### src/rtl/mem_rw_arb_pkg.sv
package mem_rw_arb_pkg;
  typedef enum logic [1:0] {
    MS_IDLE  = 2'b00,
    MS_READ  = 2'b01,
    MS_WRITE = 2'b10
  } mem_state_e;
endpackage

### src/rtl/mem_rw_rr_pick.sv
// Round-robin search: first requester after index `last`, wrapping.
module mem_rw_rr_pick #(
  parameter int N  = 4,
  localparam int IW = (N > 1) ? $clog2(N) : 1
) (
  input  logic [N-1:0]  req,
  input  logic [IW-1:0] last,
  output logic          found,
  output logic [IW-1:0] idx
);
  always_comb begin
    found = 1'b0;
    idx   = '0;
    // descending offset so the nearest requester wins (assigned last)
    for (int k = N; k >= 1; k--) begin
      automatic int p = (int'(last) + k) % N;
      if (req[p]) begin
        found = 1'b1;
        idx   = IW'(p);
      end
    end
  end
endmodule

### src/rtl/mem_rw_ctrl.sv
// Next-state and next-grant logic for the reader-writer arbiter.
module mem_rw_ctrl
  import mem_rw_arb_pkg::*;
#(
  parameter int N  = 4,
  localparam int IW = (N > 1) ? $clog2(N) : 1
) (
  input  mem_state_e    st_q,
  input  logic [N-1:0]  rd_req,
  input  logic [N-1:0]  wr_req,
  input  logic [N-1:0]  rd_gnt_q,
  input  logic [N-1:0]  wr_gnt_q,
  input  logic          pick_found,
  input  logic [IW-1:0] pick_idx,
  output mem_state_e    st_d,
  output logic [N-1:0]  rd_gnt_d,
  output logic [N-1:0]  wr_gnt_d,
  output logic          take_wr
);
  always_comb begin
    st_d     = st_q;
    rd_gnt_d = rd_gnt_q;
    wr_gnt_d = wr_gnt_q;
    take_wr  = 1'b0;
    unique case (st_q)
      MS_IDLE: begin
        if (|rd_req) begin
          // readers first: whole batch admitted together
          st_d     = MS_READ;
          rd_gnt_d = rd_req;
        end else if (pick_found) begin
          st_d     = MS_WRITE;
          wr_gnt_d = N'(1) << pick_idx;
          take_wr  = 1'b1;
        end
      end
      MS_READ: begin
        if (|rd_req) begin
          rd_gnt_d = rd_req;   // late readers join, leavers drop
        end else begin
          rd_gnt_d = '0;
          st_d     = MS_IDLE;
        end
      end
      MS_WRITE: begin
        if (!(|(wr_gnt_q & wr_req))) begin
          wr_gnt_d = '0;
          st_d     = MS_IDLE;
        end
      end
      default: begin
        st_d     = MS_IDLE;
        rd_gnt_d = '0;
        wr_gnt_d = '0;
      end
    endcase
  end
endmodule

### src/rtl/mem_rw_arbiter.sv
module mem_rw_arbiter
  import mem_rw_arb_pkg::*;
#(
  parameter int N = 4
) (
  input  logic         clk,
  input  logic         rst,
  input  logic [N-1:0] rd_req,
  input  logic [N-1:0] wr_req,
  output logic [N-1:0] rd_gnt,
  output logic [N-1:0] wr_gnt,
  output logic [1:0]   mem_state
);
  localparam int IW = (N > 1) ? $clog2(N) : 1;

  mem_state_e    st_q, st_d;
  logic [N-1:0]  rd_gnt_q, rd_gnt_d, wr_gnt_q, wr_gnt_d;
  logic [IW-1:0] last_q, pick_idx;
  logic          pick_found, take_wr;

  mem_rw_rr_pick #(.N(N)) u_pick (
    .req   (wr_req),
    .last  (last_q),
    .found (pick_found),
    .idx   (pick_idx)
  );

  mem_rw_ctrl #(.N(N)) u_ctrl (
    .st_q       (st_q),
    .rd_req     (rd_req),
    .wr_req     (wr_req),
    .rd_gnt_q   (rd_gnt_q),
    .wr_gnt_q   (wr_gnt_q),
    .pick_found (pick_found),
    .pick_idx   (pick_idx),
    .st_d       (st_d),
    .rd_gnt_d   (rd_gnt_d),
    .wr_gnt_d   (wr_gnt_d),
    .take_wr    (take_wr)
  );

  always_ff @(posedge clk) begin
    if (rst) begin
      st_q     <= MS_IDLE;
      rd_gnt_q <= '0;
      wr_gnt_q <= '0;
      last_q   <= IW'(N - 1);
    end else begin
      st_q     <= st_d;
      rd_gnt_q <= rd_gnt_d;
      wr_gnt_q <= wr_gnt_d;
      if (take_wr) last_q <= pick_idx;
    end
  end

  assign rd_gnt    = rd_gnt_q;
  assign wr_gnt    = wr_gnt_q;
  assign mem_state = st_q;

  // encoding stays legal
  a_r1_legal_state: assert property (@(posedge clk) disable iff (rst)
    st_q != 2'b11);
  // lone writer, never alongside readers
  a_r2_single_writer: assert property (@(posedge clk) disable iff (rst)
    $onehot0(wr_gnt_q) && !((|wr_gnt_q) && (|rd_gnt_q)));
  a_r2_write_state: assert property (@(posedge clk) disable iff (rst)
    (st_q == MS_WRITE) == (|wr_gnt_q));
  // reading state tracks read grants
  a_r3_read_state: assert property (@(posedge clk) disable iff (rst)
    (st_q == MS_READ) == (|rd_gnt_q));
  // write only starts from idle
  a_r4_write_from_idle: assert property (@(posedge clk) disable iff (rst)
    $rose(|wr_gnt_q) |-> ($past(st_q) == MS_IDLE));
  // idle with readers waiting admits the whole batch
  a_r5_read_batch: assert property (@(posedge clk) disable iff (rst)
    (st_q == MS_IDLE && (|rd_req)) |=> (st_q == MS_READ && rd_gnt_q == $past(rd_req)));
  // late readers join while reading
  a_r6_join_read: assert property (@(posedge clk) disable iff (rst)
    (st_q == MS_READ && (|rd_req)) |=> (rd_gnt_q == $past(rd_req)));
  // writer keeps its grant while requesting
  a_r7_write_hold: assert property (@(posedge clk) disable iff (rst)
    (|(wr_gnt_q & wr_req)) |=> (wr_gnt_q == $past(wr_gnt_q)));
  // release returns memory to idle on the next edge
  a_r8_write_release: assert property (@(posedge clk) disable iff (rst)
    (st_q == MS_WRITE && !(|(wr_gnt_q & wr_req))) |=> (st_q == MS_IDLE && wr_gnt_q == '0));
  a_r8_read_release: assert property (@(posedge clk) disable iff (rst)
    (st_q == MS_READ && !(|rd_req)) |=> (st_q == MS_IDLE && rd_gnt_q == '0));
endmodule

### config.mk
export PLATFORM = sky130hd
export DESIGN_NAME = mem_rw_arbiter
export DESIGN_NICKNAME = d
export VERILOG_FILES = /design/src/rtl/mem_rw_arb_pkg.sv /design/src/rtl/mem_rw_rr_pick.sv /design/src/rtl/mem_rw_ctrl.sv /design/src/rtl/mem_rw_arbiter.sv
export SDC_FILE = /design/constraint.sdc
export NUM_CORES = 1
export LEC_CHECK = 0
export BUFFER_PORTS_ARGS = -buffer_cell sky130_fd_sc_hd__buf_2
export CAP_MARGIN = 20
export CORE_AREA = 5 5 42 44
export DETAILED_ROUTE_END_ITERATION = 7
export DIE_AREA = 0 0 47 49
export PLACE_DENSITY = 0.8
export SYNTH_ARGS = -nofsm -noshare
export SYNTH_HDL_FRONTEND = slang
export SYNTH_SLANG_ARGS = --single-unit
### constraint.sdc
create_clock -name clk -period 2.85 [get_ports clk]
set_clock_uncertainty 0.05 [all_clocks]
set_input_delay 0.57 -clock clk [delete_from_list [all_inputs] [get_ports clk]]
set_output_delay 0.57 -clock clk [all_outputs]
set_load 0.03 [all_outputs]
# After elaboration in Yosys (flattened, before gate mapping)
# Index checks and enable logic that the tools add are counted.
[op_classes]
addsub = 4
order_cmp = 4
eq_ne = 8
n_shift = 1
mux = 35
n_bitwise = 7
n_reduce_logical = 10
[op_table]
columns = ["op", "n"]
rows = [
  ["$pmux W4 S3", 2],
  ["$mux W4", 5],
  ["$lt A3 B4 Y1 const B", 4],
  ["$mux W2", 8],
  ["$mux W1", 15],
  ["$bmux W1 S2", 4],
  ["$ne A2 B2 Y1 const B", 4],
  ["$reduce_or A2 Y1", 4],
  ["$reduce_or A4 Y1", 2],
  ["$pmux W2 S3", 1],
  ["$add A2 B1 Y2 const B", 2],
  ["$add A2 B2 Y2 const B", 2],
  ["$and A1 B1 Y1 const A", 4],
  ["$and A4 B4 Y4", 1],
  ["$reduce_and A4 Y1", 1],
  ["$shl A1 B2 Y4 const A", 1],
  ["$ne A3 B2 Y1 const B", 1],
  ["$reduce_and A3 Y1", 1],
  ["$eq A2 B1 Y1 const B", 1],
  ["$eq A2 B2 Y1 const B", 1],
  ["$logic_not A2 Y1", 1],
  ["$ne A2 B1 Y1 const B", 1],
  ["$not A1 Y1", 2],
  ["$reduce_and A2 Y1", 1],
]
[word_totals]
reg_bits = 12
in_bits = 10
word_cells = 73

# Depth between registers and ports, before layout
[depth]
depth_word = 14
ltp_mapped = 6

# By module
# Synthesis repeated with hierarchy kept, for this count alone.
[hier_totals]
hier_cells = 80
hier_area_um2 = 693.2
[by_module_without_submodules]
columns = ["mod", "n_inst", "cells_per_inst", "area_each_um2"]
rows = [
  ["mem_rw_arbiter", 1, 27, 349.1],
  ["mem_rw_ctrl", 1, 39, 252.7],
  ["mem_rw_rr_pick", 1, 14, 91.3],
]

# Worst setup path before layout
# Ideal clock, no wire load.
[synth_timing]
path_type = "input port to flip-flop"
startpoint = "input port wr_req[2]"
endpoint = "register last_q[1]"
setup_ps = 120
arrival_time_ps = 1524
setup_slack_ps = 1156
path_stages = 4
n_path_buf = 0
path_cell_list = "or4_4 -> nand3_4 -> nor2b_2 -> a211o_1"
[synth_between]
elab_chain_cells = 10
[synth_lines]
columns = ["item", "line", "text"]
rows = [
  ["start: declaration", "mem_rw_arbiter.sv:9", "input logic [N-1:0] wr_req,"],
  ["$bmux W1 S2", "mem_rw_rr_pick.sv:17", "if (req[p]) begin"],
  ["$mux W1 (implied by the code) (2 in a row)", "mem_rw_rr_pick.sv:17", ""],
  ["$mux W1 (4 in a row)", "mem_rw_rr_pick.sv:17", ""],
  ["$mux W1", "mem_rw_ctrl.sv:31", "end else if (pick_found) begin"],
  ["$mux W1", "mem_rw_ctrl.sv:27", "if (|rd_req) begin"],
  ["$mux W1", "mem_rw_ctrl.sv:25", "unique case (st_q)"],
  ["end signal: assignment", "mem_rw_arbiter.sv:47", "last_q <= IW'(N - 1);"],
  ["end signal: assignment", "mem_rw_arbiter.sv:52", "if (take_wr) last_q <= pick_idx;"],
  ["end: declaration", "mem_rw_arbiter.sv:18", "logic [IW-1:0] last_q, pick_idx;"],
]
# Parallel ways exist; a longest one is shown, timed or not. The select of a mux whose other input is x is not followed.
# A chain may end at the register's enable or synchronous reset.

# Final worst setup path
# Same ends and word-level chain as after synthesis.

==> results.toml <==
[routing]
detail_route.wl_per_cell_um = 12.51
via_per_inst = 5.323
drt-pass1-iter-count = 6
drtIter0Drc = 10
ant_nets = 0
vias = 527
wirelength_um = 1238
route.detailed.drc = 0

[floorplanning]
die_h_um = 49
core_area_um2 = 1401
fp.dieArea_um2 = 2303
fp-row-count = 14
initial_core_util = 0.4054
die_w_um = 47
io_pins = 20

[placement]
gp_congestion = 0.7746
dpl.hpwl_um = 969.3
io_buffers = 19
dp_slack_ns = 0.9842
postPlaceCellArea_um2 = 675.6

[yosys]
yosys_warnings = 0
seq_area_frac_synth = 0.4229
syn_area_per_cell_um2 = 9.162
yosys_register_bits = 12
synthesis.instances = 62
synth.cell_area_um2 = 568.0
synth_fp_nets = 72
synth_cell_types = 23

[power_and_ir_drop]
ir_worst_vdd_mv = 0.3120
p_int_w = 0.0002707
power.switching_w = 0.00009377
combPwrFrac = 0.145
seqPwrFrac = 0.486
leakage_nw = 0.3087
finalPower_w = 0.0003645
pwr-share-clk = 0.370
switching_share = 0.2573
p_per_area_nw_per_um2 = 511.9

[clock_tree]
clk_pin_slew_ns = 0.08
htree_levels = 1
clock-sinks = 12
clk_latency_ns = 0.27
cts_tree = "yes"
ctsHoldBuffers = 0
post_cts_resize_count = 0
cts_setup_buffers = 0
clockBufferDepth = 2
cts_buffers = 3
cts_root_buf = "clkbuf_4"

[final_layout]
diodes = 0
fin_nets = 94
fin_area_um2 = 711.9
syn_to_final_growth_pct = 25.33
register_area_um2 = 240.2
fillCellCount = 145
multi_input_area_um2 = 312.8
drive_gt1_frac = 0.3494
layout_common_cells = "buf_2, nor2_1, dfxtp_1"
layout_commonest_cell = "buf_2"

[timing]
max_clock_freq_ghz = 0.6338
finalHoldViolCount = 0
fin_tns_setup_ns = 0
fin_ws_ns = 1.272
slew_headroom = 0.7741
fin_crit_sh = 0.5536
setup_viol = 0
finalCriticalPeriod_ns = 1.578
grt_setup_unrepaired = "false"
tightest_slew_ns = 0.3363
maxSlewViolCount = 0

[run]
maxCapViolCount = 0

[global_route]
grt_pass1_vias = 458
grtUsageMet3 = 0.03321
met2_usage = 0.1765
overflow = 0
grt_use_met1 = 0.1451
antenna_found_initial = 0
grt_usage = 0.1161
grt_pass1_wl_um = 1952
grt_max_degree = 13
top_usage_layer = "met2"

[worst_setup_path]
cp_data_arrival_time_ns = 1.69
required_ns = 2.97
reg2reg_depth = 4
reg2reg_from = "last_q[1]$_SDFFE_PP1P_"
crit_fanout = 7
reg2reg_to = "wr_gnt[1]$_SDFFE_PP0P_"
worstSetupPathType = "in2reg"
crit_path_start_kind = "primary input"
end_kind = "register"
r2r_slack_ns = 1.52

[hold_path]
min_to = "rd_gnt[1]$_SDFFE_PP0P_"
hp-start = "rd_gnt[1]$_SDFFE_PP0P_"
hold_class = "reg2reg"
hold_depth = 2

[status]
status = "finished clean"
logic make-up after synthesis:
family	count (synthesis)	share of synthesized area
DFF	12	0.4229
and+or+nand+nor	25	0.2599
AOI/OAI and AO/OA	20	0.2731
buffers and inverters	4	0.02644
muxes	1	0.01762
flip-flops by register name, indices dropped and copies added, names as in the netlist:
name and cells:
last_q 2, mem_state 2, rd_gnt 4, wr_gnt 4
cells in the mapped netlist:
library cell | count | area, um^2
a211o_1 | 1 | 8.760
a21o_1 | 1 | 7.510
a21oi_1 | 3 | 15.01
a22oi_1 | 10 | 75.07
a31oi_1 | 1 | 6.260
clkbuf_1 | 2 | 7.510
dfxtp_1 | 12 | 240.2
inv_1 | 2 | 7.510
mux2i_1 | 1 | 10.01
nand2_1 | 4 | 15.01
nand2b_1 | 1 | 6.260
nand3_4 | 1 | 17.52
nand3b_1 | 1 | 7.510
nor2_1 | 13 | 48.80
nor2b_1 | 1 | 6.260
nor2b_2 | 1 | 8.760
nor3_1 | 1 | 5.000
nor4_4 | 1 | 21.27
o211ai_1 | 1 | 7.510
o21a_4 | 1 | 15.01
o221a_2 | 1 | 11.26
o221ai_1 | 1 | 8.760
or4_4 | 1 | 11.26
metal layers:
layer,share of wire,wire length (um)
met5,0,0
met4,0.0097,12
met3,0.038,47
met2,0.52,638
met1,0.44,539
critical path: stages:
cell and delay, ns:
buf_2 0.13, or4_4 0.54, nand3_4 0.13, nor2b_2 0.07, a211o_1 0.25
final cells by class:
type                            count  area share
Clock buffer                        4     0.05097
Inverter                            2     0.01054
Multi-Input combinational cell     46      0.4394
Sequential cell                    12      0.3374
Tap cell                           16     0.02812
Timing Repair Buffer               19      0.1336
power by group through the flow:
stage / combinational (W) / clock [W] / sequential (W)
detailed placement: 0.0000528 / 0 / 0.000181
CTS: 0.0000528 / 0.000137 / 0.000177
global placement: 0.0000521 / 0 / 0.000181
floorplan: 0.0000231 / 0 / 0.000190
global route: 0.0000564 / 0.000150 / 0.000178
finish: 0.0000527 / 0.000135 / 0.000177
worst max-delay path by stage:
| stage | start | endpoint | slack (ns) | depth (start not counted) |
|---|---|---|---|---|
| floorplan | wr_req[2] | last_q[1]$_SDFFE_PP1P_ | 1.16 | 4 |
| global placement | wr_req[2] | last_q[1]$_SDFFE_PP1P_ | 0.99 | 5 |
| detailed placement | wr_req[2] | wr_gnt[1]$_SDFFE_PP0P_ | 0.98 | 6 |
| CTS | wr_req[2] | wr_gnt[1]$_SDFFE_PP0P_ | 1.28 | 6 |
| global route | wr_req[2] | wr_gnt[0]$_SDFFE_PP0P_ | 1.24 | 6 |
| finish | wr_req[2] | last_q[1]$_SDFFE_PP1P_ | 1.27 | 5 |
per-stage QoR:
| stage | util | cells | hold slack [ns] |
|---|---|---|---|
| after floorplan | - | 62 | 0.4463 |
| after global placement | 0.4821 | 95 | 0.4286 |
| after detailed placement | 0.4821 | 95 | 0.4358 |
| after global routing | 0.5080 | 99 | 0.4778 |
| final | 0.5080 | 99 | 0.4452 |
| after CTS | 0.5080 | 99 | 0.4541 |
Note: power is estimated with default switching activity, not from simulation.
